--- config.mk ---
export PLATFORM = sky130hd
export DESIGN_NAME = fivelvl_gate_gen
export DESIGN_NICKNAME = d
export VERILOG_FILES = /design/src/rtl/fl_pkg.sv /design/src/rtl/fl_phase_gen.sv /design/src/rtl/fl_carrier.sv /design/src/rtl/fl_sine_ref.sv /design/src/rtl/fl_polarity.sv /design/src/rtl/fivelvl_gate_gen.sv
export SDC_FILE = /design/constraint.sdc
export NUM_CORES = 1
export LEC_CHECK = 0
export CAP_MARGIN = 20
export CELL_PAD_IN_SITES_DETAIL_PLACEMENT = 0
export CELL_PAD_IN_SITES_GLOBAL_PLACEMENT = 1
export CORE_UTILIZATION = 54
export CTS_BUF_LIST = sky130_fd_sc_hd__clkbuf_4
export CTS_CLUSTER_SIZE = 24
export DETAILED_ROUTE_END_ITERATION = 10
export PLACE_DENSITY = 0.95
export SLEW_MARGIN = 20
export SYNTH_ARGS = -nofsm -noshare
export SYNTH_HDL_FRONTEND = slang
export SYNTH_SLANG_ARGS = --single-unit
--- constraint.sdc ---
create_clock -name clk -period 23.1 [get_ports clk]
set_input_delay 2.31 -clock clk [delete_from_list [all_inputs] [get_ports clk]]
set_output_delay 2.31 -clock clk [all_outputs]
set_load 0.01 [all_outputs]
--- src/rtl/fl_pkg.sv ---
package fl_pkg;
    typedef struct packed {
        logic a_on;
        logic b_on;
    } lvl_t;
endpackage

--- src/rtl/fl_phase_gen.sv ---
module fl_phase_gen #(
    parameter int HALF_W = 4,
    parameter int DIV_W  = 8
) (
    input  logic              clk,
    input  logic              rst_n,
    input  logic              run,
    input  logic [DIV_W-1:0]  fund_div,
    output logic [HALF_W:0]   phase,
    output logic              sync
);
    typedef struct packed {
        logic [DIV_W-1:0] div;
        logic [HALF_W:0]  ph;
        logic             sync;
    } st_t;

    st_t st_d, st_q;
    logic [HALF_W:0] ph_inc;

    always_comb begin
        st_d   = st_q;
        ph_inc = st_q.ph + 1'b1;
        if (!run) begin
            st_d = '0;
        end else begin
            st_d.sync = 1'b0;
            if (({1'b0, st_q.div} + 1'b1) >= {1'b0, fund_div}) begin
                st_d.div  = '0;
                st_d.ph   = ph_inc;
                st_d.sync = (ph_inc[HALF_W-1:0] == '0);
            end else begin
                st_d.div = st_q.div + 1'b1;
            end
        end
    end

    always_ff @(posedge clk or negedge rst_n) begin
        if (!rst_n) st_q <= '0;
        else        st_q <= st_d;
    end

    assign phase = st_q.ph;
    assign sync  = st_q.sync;
endmodule

--- src/rtl/fl_carrier.sv ---
module fl_carrier #(
    parameter int CNT_W      = 12,
    parameter bit START_HIGH = 1'b0
) (
    input  logic             clk,
    input  logic             rst_n,
    input  logic             run,
    input  logic [CNT_W-1:0] top,
    output logic [CNT_W-1:0] value
);
    typedef struct packed {
        logic [CNT_W-1:0] cnt;
        logic             up;
    } st_t;

    st_t st_d, st_q;

    always_comb begin
        st_d = st_q;
        if (!run) begin
            st_d.cnt = START_HIGH ? top : '0;
            st_d.up  = !START_HIGH;
        end else if (st_q.up) begin
            if (st_q.cnt >= top) begin
                st_d.cnt = top;
                st_d.up  = 1'b0;
            end else begin
                st_d.cnt = st_q.cnt + 1'b1;
                st_d.up  = ((st_q.cnt + 1'b1) != top);
            end
        end else begin
            if (st_q.cnt == '0) begin
                st_d.up = 1'b1;
            end else begin
                st_d.cnt = st_q.cnt - 1'b1;
                st_d.up  = (st_q.cnt == 1);
            end
        end
    end

    always_ff @(posedge clk or negedge rst_n) begin
        if (!rst_n) begin
            st_q.cnt <= '0;
            st_q.up  <= !START_HIGH;
        end else begin
            st_q <= st_d;
        end
    end

    assign value = st_q.cnt;
endmodule

--- src/rtl/fl_sine_ref.sv ---
module fl_sine_ref #(
    parameter int HALF_W = 4,
    parameter int MI_W   = 8,
    parameter int CNT_W  = 12
) (
    input  logic [HALF_W-1:0] k,
    input  logic [MI_W-1:0]   mod_index,
    input  logic [CNT_W-1:0]  top,
    output logic [CNT_W-1:0]  mag
);
    localparam int BASE_W = 2 * HALF_W + 3;
    localparam int PROD_W = BASE_W + MI_W + CNT_W;
    localparam int SHIFT  = 2 * HALF_W + MI_W;
    localparam logic [HALF_W:0] HALF = (HALF_W+1)'(1) << HALF_W;

    logic [HALF_W:0]   kk, rest;
    logic [BASE_W-1:0] base;
    logic [PROD_W-1:0] prod;

    always_comb begin
        kk   = {1'b0, k};
        rest = HALF - kk;
        base = (BASE_W'(kk) * BASE_W'(rest)) << 2;
        prod = PROD_W'(base) * PROD_W'(mod_index) * PROD_W'(top);
        mag  = CNT_W'(prod >> SHIFT);
    end
endmodule

--- src/rtl/fl_polarity.sv ---
module fl_polarity #(
    parameter int DT_W = 4
) (
    input  logic            clk,
    input  logic            rst_n,
    input  logic            run,
    input  logic            neg_half,
    input  logic [DT_W-1:0] dead_time,
    output logic            pos_on,
    output logic            neg_on,
    output logic            pol
);
    typedef struct packed {
        logic            pol;
        logic [DT_W-1:0] dead;
        logic            pos;
        logic            neg;
    } st_t;

    st_t st_d, st_q;

    always_comb begin
        st_d = st_q;
        if (!run) begin
            st_d = '0;
        end else if (neg_half != st_q.pol) begin
            st_d.pol  = neg_half;
            st_d.dead = dead_time;
            st_d.pos  = 1'b0;
            st_d.neg  = 1'b0;
        end else begin
            st_d.pos  = !neg_half && (st_q.dead == '0);
            st_d.neg  = neg_half && (st_q.dead == '0);
            st_d.dead = (st_q.dead != '0) ? st_q.dead - 1'b1 : '0;
        end
    end

    always_ff @(posedge clk or negedge rst_n) begin
        if (!rst_n) st_q <= '0;
        else        st_q <= st_d;
    end

    assign pos_on = st_q.pos;
    assign neg_on = st_q.neg;
    assign pol    = st_q.pol;
endmodule

--- src/rtl/fivelvl_gate_gen.sv ---
module fivelvl_gate_gen #(
    parameter int HALF_W = 4,
    parameter int MI_W   = 8,
    parameter int CNT_W  = 12,
    parameter int DIV_W  = 8,
    parameter int DT_W   = 4
) (
    input  logic             clk,
    input  logic             rst_n,
    input  logic             enable,
    input  logic [MI_W-1:0]  mod_index,
    input  logic [CNT_W-1:0] car_top,
    input  logic [DIV_W-1:0] fund_div,
    input  logic [DT_W-1:0]  dead_time,
    output logic             gate_s1,
    output logic             gate_s2,
    output logic             gate_s3,
    output logic             gate_s4,
    output logic             gate_s5,
    output logic             gate_s6,
    output logic             sync
);
    import fl_pkg::*;

    logic [HALF_W:0]  phase_w;
    logic [CNT_W-1:0] car_a, car_b, ref_mag;
    logic             pos_on, neg_on, pol_w;
    lvl_t             lvl_d, lvl_q;

    fl_phase_gen #(.HALF_W(HALF_W), .DIV_W(DIV_W)) u_phase (
        .clk(clk), .rst_n(rst_n), .run(enable), .fund_div(fund_div),
        .phase(phase_w), .sync(sync)
    );

    fl_carrier #(.CNT_W(CNT_W), .START_HIGH(1'b0)) u_car_a (
        .clk(clk), .rst_n(rst_n), .run(enable), .top(car_top), .value(car_a)
    );

    fl_carrier #(.CNT_W(CNT_W), .START_HIGH(1'b1)) u_car_b (
        .clk(clk), .rst_n(rst_n), .run(enable), .top(car_top), .value(car_b)
    );

    fl_sine_ref #(.HALF_W(HALF_W), .MI_W(MI_W), .CNT_W(CNT_W)) u_ref (
        .k(phase_w[HALF_W-1:0]), .mod_index(mod_index), .top(car_top), .mag(ref_mag)
    );

    fl_polarity #(.DT_W(DT_W)) u_pol (
        .clk(clk), .rst_n(rst_n), .run(enable), .neg_half(phase_w[HALF_W]),
        .dead_time(dead_time), .pos_on(pos_on), .neg_on(neg_on), .pol(pol_w)
    );

    always_comb begin
        lvl_d = '0;
        if (enable) begin
            lvl_d.a_on = (ref_mag > car_a);
            lvl_d.b_on = (ref_mag > car_b);
        end
    end

    always_ff @(posedge clk or negedge rst_n) begin
        if (!rst_n) lvl_q <= '0;
        else        lvl_q <= lvl_d;
    end

    assign gate_s1 = lvl_q.a_on;
    assign gate_s2 = lvl_q.b_on;
    assign gate_s3 = pos_on;
    assign gate_s6 = pos_on;
    assign gate_s4 = neg_on;
    assign gate_s5 = neg_on;
endmodule

==> results.md, run 1 <==
Floorplanning:
- The die area is 25000 sq um.
- Once the floorplan was initialized, standard cells occupied 55.5% of the core.
- In this run the core area contains 56 standard-cell rows.
- The number of ports placed on the die boundary is 42.
- The core area is 23700 sq um.
- The die height is 158 um.
- The floorplan step set the die width to 158 um.

Pwr:
- The reported leakage power is 0.00710 uW.
- The maximum vdd drop is 119 uV.
- In this run the power density over the cells is 74.1 nW/um^2.

Finish:
- Of the cells placed in the final design, the portion with a size suffix greater than 1 is 2.73%.
- The utilization of the core after routing is 58.8%.
- Excluding fillers, the count of instances in the completed layout stands at 1857.
- Relative to the synthesized area, the layout overhead comes to 5.94%.
- The number of nets in the layout is 1938.
- In the layout the commonest cells are sky130_fd_sc_hd__inv_1, sky130_fd_sc_hd__fa_1, sky130_fd_sc_hd__nand2_1.
- The number of antenna diodes is 0.
- The most frequent standard cell in the layout excluding fill and tap cells is sky130_fd_sc_hd__inv_1.
- The filler cells instantiated in the layout total 2149.

Flow run:
- Across the run, the number of max-cap violations was 0.

Synthesis:
- The fraction of registers with async set/reset is 100%.
- The compound-gate portion of the synthesized area is 8.45%.
- The synthesized design contains 0 enable-type register cells.
- The number of synthesized register bits is 49.
- After synthesis, the share of cell area in mux cells is 0.466%.
- sky130_fd_sc_hd__fa_1 takes more of the synthesized area than any other cell.
- The Yosys step of the flow raised 0 warnings.
- The largest family of logic cells by synthesized area is adder cells.
- The post-synthesis xor/xnor area fraction is 7.30%.
- The number of different library cells used by synthesis comes to 67.
- The synthesized area per cell is 8.60 sq um.
- The fraction of the mapped netlist area in adder cells is 46.0%.
- Summing the sequential cell areas from Yosys gives 9.34% of the chip area.
- The top cell type's share of synthesized area is 29.7%.
- The commonest register cell after synthesis is sky130_fd_sc_hd__dfrtp_1.
- Summing every instance area after synthesis gives 13100 sq um.
- By area the synthesized netlist is led by sky130_fd_sc_hd__fa_1, sky130_fd_sc_hd__ha_1, sky130_fd_sc_hd__dfrtp_1, sky130_fd_sc_hd__inv_1, sky130_fd_sc_hd__xnor2_1.
- The simple-gate portion of the synthesized area is 18.8%.
- The synthesized instance count is 1529.

Timing:
- The max-slew violation count came to 0.
- Setup repair after global routing left no endpoint under its margin.
- The total count of hold-check failures in the final report is 0.
- The share of the clock period used by the worst path after layout is 61.8%.
- The headroom to the max-slew limit is 33.4%.
- The summed negative setup slack over all endpoints is 0 ns.
- The smallest clock period supported by the final layout is computed as 14.28 ns.
- Setup violations remaining at the end of the flow were counted as 0.
- For this run, the top clock speed supported by timing is 70.0 MHz.
- Setup slack closes at 8.82 ns.
- For the pin with the worst max-slew slack, the measured transition is 0.995 ns.
- The setup clock skew after layout is 0.00739 ns.

Worst setup path:
- Data arrives at the worst endpoint at 14.58 ns.
- The critical path capture point is gate_s1.
- The top fanout value on the critical path is 21.
- The capturing element type of the critical path is a flop.
- The startpoint of the worst-slack reg-to-reg timing path is u_phase.phase[0].
- For the worst flop-to-flop path, the logic depth is 50.
- For the worst setup path, the data required time is 23.40 ns.
- STA classifies the critical path startpoint as a flop.
- The slowest stage cell on the critical path is sky130_fd_sc_hd__dfrtp_1.
- The slack of the worst reg-to-reg path is 8.82 ns.
- In this run the critical register-to-register path is captured at gate_s1.
- The startpoint of the worst setup timing path is u_phase.phase[0].
- The worst setup path category is reg -> reg.
- On the worst path, the slowest cell contributes a delay of 0.81 ns.
- In this design, the critical path's most frequently occurring cell is sky130_fd_sc_hd__fa_1.

Route:
- The detailed-route vias per instance is 5.65.
- The DRC violation total after the first TritonRoute iteration is 703.
- The total via count in the routed design is 10500.
- The post-route DRC violation count is 0.
- The remaining antenna violation count is 0.
- Before antenna repair, the detailed router went through 6 iterations.
- The final wirelength is 31800 um.
- The routed length per placed instance is 17.1 um.

Min path:
- The cell count of the worst hold path is 1.
- The classification of the worst-slack hold path is reg -> reg.

Clocking:
- Buffers added to address setup during post-CTS repair amount to 0.
- The number of CTS-inserted buffers is 5.
- The number of gates given a new drive strength after cts is 0.
- In this run the clock root is driven by a sky130_fd_sc_hd__clkbuf_4.
- For the worst-skew pair, the clock arrives at the later sink with an insertion delay of 0.41 ns.
- The clock tree synthesis step divided the H-tree into 2 levels.
- The number of clock sinks seen by CTS is 49.
- The number of hold buffers added after CTS was 0.
- The CTS tree is done.
- After clock tree synthesis, the clock-pin slew on the worst setup and hold paths is 0.18 ns.
- The number of buffers on the longest clock path is 2.

Placement:
- The final weighted congestion of routability-driven global placement is 0.913.
- During placement, the flow inserted port buffers numbering 41.
- The detailed-placement wirelength estimate is 25200 um.
- The pre-CTS setup slack is 8.85 ns.
- After detailed placement, the design holds a cell count of 1849.

Run status:
- The run finished with clean final reports.

GRT:
- The number of antenna violations at the first check in global routing came to 0.
- Across every metal layer, demand over resource in global routing totals 28.0%.
- The largest net degree at the start of global routing is 50.
- After global routing the overflow that remains totals 0.
- The via count of the first global-routing pass was 11200.
- The wire length of the first global-routing pass is 54700 um.
## layout make-up
cell class	count	area (sq um)	area share, %
clock buffers	5	37.5	0.270
clock inverters	3	26.3	0.189
inverters	276	1040	7.44
multi-input cells	1146	10700	76.5
flip-flops and latches	49	1230	8.81
well taps	319	399	2.87
repair buffers	59	541	3.88
## cell families (layout without fill, tap and decap cells)
group	after synthesis	count (layout)
other cells	1	2
mux	6	6
simple gates	501	501
xor+xnor	108	108
fa+ha+maj	366	366
buf+inv	335	343
flops	49	49
compound gates	163	163
## sequential cells by signal, summed over array words and instances, names as in the netlist
register / flops
u_car_a.st_q: 1
u_pol.st_q: 4
u_car_a.value: 12
u_phase.phase: 5
u_pol.pol: 1
u_pol.neg_on: 1
gate_s2: 1
u_phase.st_q: 8
u_car_b.st_q: 1
u_car_b.value: 12
u_phase.sync: 1
u_pol.pos_on: 1
gate_s1: 1
## worst max-delay path: cells and delay by family (launching register included)
| family | cells | cell delay [ns] |
|---|---|---|
| fa+ha+maj | 16 | 7.35 |
| simple gates | 10 | 1.46 |
| compound gates | 12 | 2.34 |
| flops | 1 | 0.81 |
| buf+inv | 9 | 0.61 |
| xor+xnor | 3 | 1.57 |
## cells in the mapped netlist (all sizes together), types with 11 or more instances
cell / count
a21o: 26
a21oi: 49
and2: 109
and3: 11
clkbuf: 55
dfrtp: 48
fa: 195
ha: 171
inv: 273
nand2: 183
nand2b: 13
nand3: 26
nor2: 71
nor2b: 20
nor3: 26
nor4: 11
o21ai: 24
xnor2: 87
xor2: 20
## stage by stage
stage          cell area, sq um  hold WS, ns  power, uW
6_report                  13900        0.540       1030
5_1_grt                   13900        0.561       1160
4_1_cts                   13900        0.537       1030
3_5_place_dp              13900        0.515        977
3_3_place_gp              13900        0.501        938
2_1_floorplan             13200        0.478        766
## power breakdown
group	total [uW]	leakage [uW]	switching (uW)	internal, uW
combinational	884	0.00643	499	385
clock	48.3	0.0000293	35.7	12.6
sequential	99.6	0.000643	8.76	90.8
total	1030	0.00710	544	488
## how the worst min path moves through the flow
stage,from,end,slack [ns]
after floorplan,u_phase.st_q[6],u_phase.st_q[6],0.48
after global placement,u_pol.pol,u_pol.pos_on,0.50
after detailed placement,u_pol.pol,u_pol.pos_on,0.51
after CTS,u_pol.pol,u_pol.pos_on,0.54
after global routing,u_pol.pol,u_pol.pos_on,0.56
final,u_pol.pol,u_pol.pos_on,0.54
## routing by layer
metal  vias up  share of wire, %  global-route usage, %
met3        76               6.1                   3.48
met5         -                 0                      0
li1       4834                 -                      -
met2       351                48                   47.4
met1      5239                43                   37.2
met4         0               2.7                   8.70
(Power assumes the default switching activity.)
==> inputs of run 2 (changes only) <==
- CORE_UTILIZATION: 54 -> 46
- PLACE_DENSITY: 0.95 -> 0.87
- clock period: 23.1 -> 11.7 ns (I/O delays scaled with it)
==> run 2 against run 1 <==
Compared with the run above:
- wire length increased by 2.8%
- setup slack lost 9.1 ns
- largest cell class unchanged
- flip-flop and latch count did not move
- the flow now finishes with violations (negative setup slack)
- global-route usage shrank 3.7 points
- sequential power increased by 97%
- critical endpoint is now gate_s2
- clock-buffer cell count stayed put
==> results.md, run 2 (synthesis gave the netlist of run 1 again) <==
Floorplanning:
- The floorplan step set the die height to 171 um.
- After floorplanning, the core was divided into 61 placement rows.
- The starting density of the core is 47.1%.
- The core region is 27900 sq um.
- The horizontal die dimension is 171 um.
- In this run the count of I/O pins placed on the die edge is 42.
- The die area is 29300 sq um.

Route:
- The routed layout has 10700 vias.
- The pre-antenna-repair detailed-routing pass consisted of 5 iterations.
- In the routed layout, each cell is associated on average with a via count of 5.35.
- The DRC violation total after the first TritonRoute iteration is 600.
- The remaining antenna violation count is 0.
- The post-route DRC violation count is 0.
- The routed length per placed instance is 16.3 um.
- The final layout contains routed wiring with a total length of 32700 um.

Timing:
- In this run the tightest slew margin relative to its limit is 31.6%.
- Hold timing on the final database bottoms out at a slack of 0.526 ns.
- The minimum clock period after layout is 12.03 ns.
- At the pin with the least slew margin, the transition time is 1.02 ns.
- The setup clock skew after layout is 0.0150 ns.
- The achievable frequency is 83.2 MHz.
- In the post-route analysis, the smallest setup slack over all paths is -0.325 ns.
- Setup repair after global routing could not meet its margin everywhere.
- The total count of hold-check failures in the final report is 0.
- The final-report setup violation count is 2.
- In the finished design, the share of the clock period the worst path needs comes to 103%.
- The max-slew violation count was 0.

Finish:
- The filler-free cell count of the finished design is 2010.
- The synthesis-to-layout area growth is 15.3%.
- The utilization of the core after routing is 54.3%.
- Leaving out fill and tap cells, the most frequent cell in the layout is sky130_fd_sc_hd__inv_1.
- The total of fill cells in the finished design is 2611.
- The final instance area is 15200 sq um.
- The fraction of final layout cells with drive strength greater than 1 is 12.6%.
- At the end of the flow, the number of nets in the layout was 2032.
- In the layout the commonest cells are sky130_fd_sc_hd__inv_1, sky130_fd_sc_hd__fa_1, sky130_fd_sc_hd__nand2_1.

Worst setup path:
- The worst register-to-register path ends at gate_s2.
- The worst endpoint required time is 12.01 ns.
- For this run, the slowest stage of the critical path takes 0.57 ns.
- The critical path is of the reg -> reg type.
- The worst register-to-register path has a depth of 48.
- The startpoint class of the critical path is a flop.
- At the worst endpoint, the arrival time is 12.34 ns.
- The most frequent cell on the critical path is sky130_fd_sc_hd__fa_1.
- The worst register-to-register path begins at u_phase.phase[0].
- The capturing element type of the critical path is a flop.
- The top fanout value on the critical path is 4.
- The slowest stage cell on the critical path is sky130_fd_sc_hd__fa_1.
- Across all register-to-register paths, the minimum setup slack is -0.33 ns.

Run status:
- The run finished, with violations left.
- The checks that failed: negative setup slack.

Clocking:
- The number of buffers on the longest clock path is 2.
- The clock tree synthesis step divided the H-tree into 2 levels.
- The tree is rooted in a sky130_fd_sc_hd__clkbuf_4.
- The number of CTS-inserted buffers is 5.
- The clock-pin slew on the worst setup and hold paths is 0.17 ns.
- The clock net in this run drives a total of 49 sinks.
- TritonCTS built the clock tree.
- The clock latency on the worst-skew pair is 0.43 ns.

Placement:
- The final weighted congestion of routability-driven global placement is 0.910.
- The wire-length estimate of the detail-placed layout is 26000 um.
- Buffers placed on the I/O ports in this run total 41.
- In this run the cell area measured after placement is 14700 sq um.
- The number of placed instances, taps included, is 1982.
- The pre-CTS setup slack is -0.588 ns.

GRT:
- The via count of the first global-routing pass came to 11400.
- The largest net degree at the start of global routing is 50.
- The number of antenna violations at the first check in global routing is 1.
- The first global-routing pass estimated 56100 um of wire.
- The all-layer global routing usage is 24.2%.
- The final global-route overflow total is 0.

Min path:
- Along the worst hold path, the cell count comes to 1.
- The worst min-delay path endpoint is u_phase.st_q[6].
- The classification of the worst-slack hold path is reg -> reg.
- The worst hold path begins at u_phase.st_q[6].

Pwr:
- The switching power of the nets is 1160 uW.
- The reported leakage power is 0.00770 uW.
- Sequential cells account for 8.3% of the total power.
- Of the total power, the share spent switching nets is 48.9%.
- IR analysis of the VDD net gives a maximum drop of 206 uV.
- Combinational cells account for 88.0% of the total power.
- For this design the ratio of total power to cell area is 156 nW/um^2.
- Cell internal power was estimated by the tool at 1210 uW.
- The share of total power in the clock network is 3.8%.

Flow run:
- The max capacitance violation total is 0.
-- run 2: per-stage QoR --
| step | power [uW] | TNS, ns |
|---|---|---|
| 6_report | 2370 | -0.631 |
| 5_1_grt | 2660 | -1.66 |
| 4_1_cts | 2310 | -0.782 |
| 3_5_place_dp | 2140 | -1.11 |
| 3_3_place_gp | 2080 | -0.670 |
| 2_1_floorplan | 1580 | 0 |
-- run 2: repair_timing --
| item | 4_1_cts | 5_1_grt |
|---|---|---|
| setup buffers | 15 | 5 |
| gates cloned | 0 | 0 |
| hold buffers | 0 | 0 |
| gates resized for setup | 33 | 15 |
| endpoints found under the setup margin | 2 | 2 |
| pin swaps | 50 | 19 |
-- run 2: final cells by class --
type,count,area (sq um),share of cell area [%]
diodes,1,2.50,0.0165
inverters,276,1040,6.85
clock inverters,2,11.3,0.0743
well taps,378,473,3.12
multi-input cells,1146,11100,73.4
repair buffers,153,1250,8.22
clock buffers,5,37.5,0.248
flip-flops and latches,49,1230,8.10
-- run 2: power groups by stage --
| stage | combinational, uW | sequential, uW | clock (uW) |
|---|---|---|---|
| after global placement | 1880 | 199 | 0 |
| after floorplan | 1380 | 193 | 0 |
| final | 2080 | 196 | 89.4 |
| after CTS | 2020 | 195 | 91.6 |
| after detailed placement | 1940 | 198 | 0 |
| after global routing | 2370 | 197 | 99.3 |
-- run 2: critical path, delay by kind of cell (launching register included) --
| kind | cells | cell delay [ns] |
|---|---|---|
| and+or+nand+nor | 10 | 1.01 |
| buffers and inverters | 10 | 0.66 |
| DFF | 1 | 0.45 |
| adders and majority gates | 16 | 7.09 |
| xor gates and xnor gates | 3 | 0.71 |
| AOI/OAI and AO/OA | 9 | 1.99 |
-- run 2: how the worst max path moves through the flow --
stage                           from      end  slack (ns)  cells past startpoint
floorplan           u_phase.phase[0]  gate_s1      0.0006                     51
global placement    u_phase.phase[0]  gate_s1       -0.35                     47
detailed placement  u_phase.phase[1]  gate_s1       -0.59                     47
CTS                 u_phase.phase[0]  gate_s2       -0.39                     51
global route        u_phase.phase[0]  gate_s1       -0.84                     51
finish              u_phase.phase[0]  gate_s2       -0.33                     48
-- run 2: metal layers --
layer / track usage [%] / up-vias / routed length, um
met2: 41.6 / 306 / 15900
li1: - / 5020 / -
met1: 32.2 / 5364 / 14400
met3: 2.71 / 58 / 1660
met4: 6.68 / 0 / 769
met5: 0 / - / 0
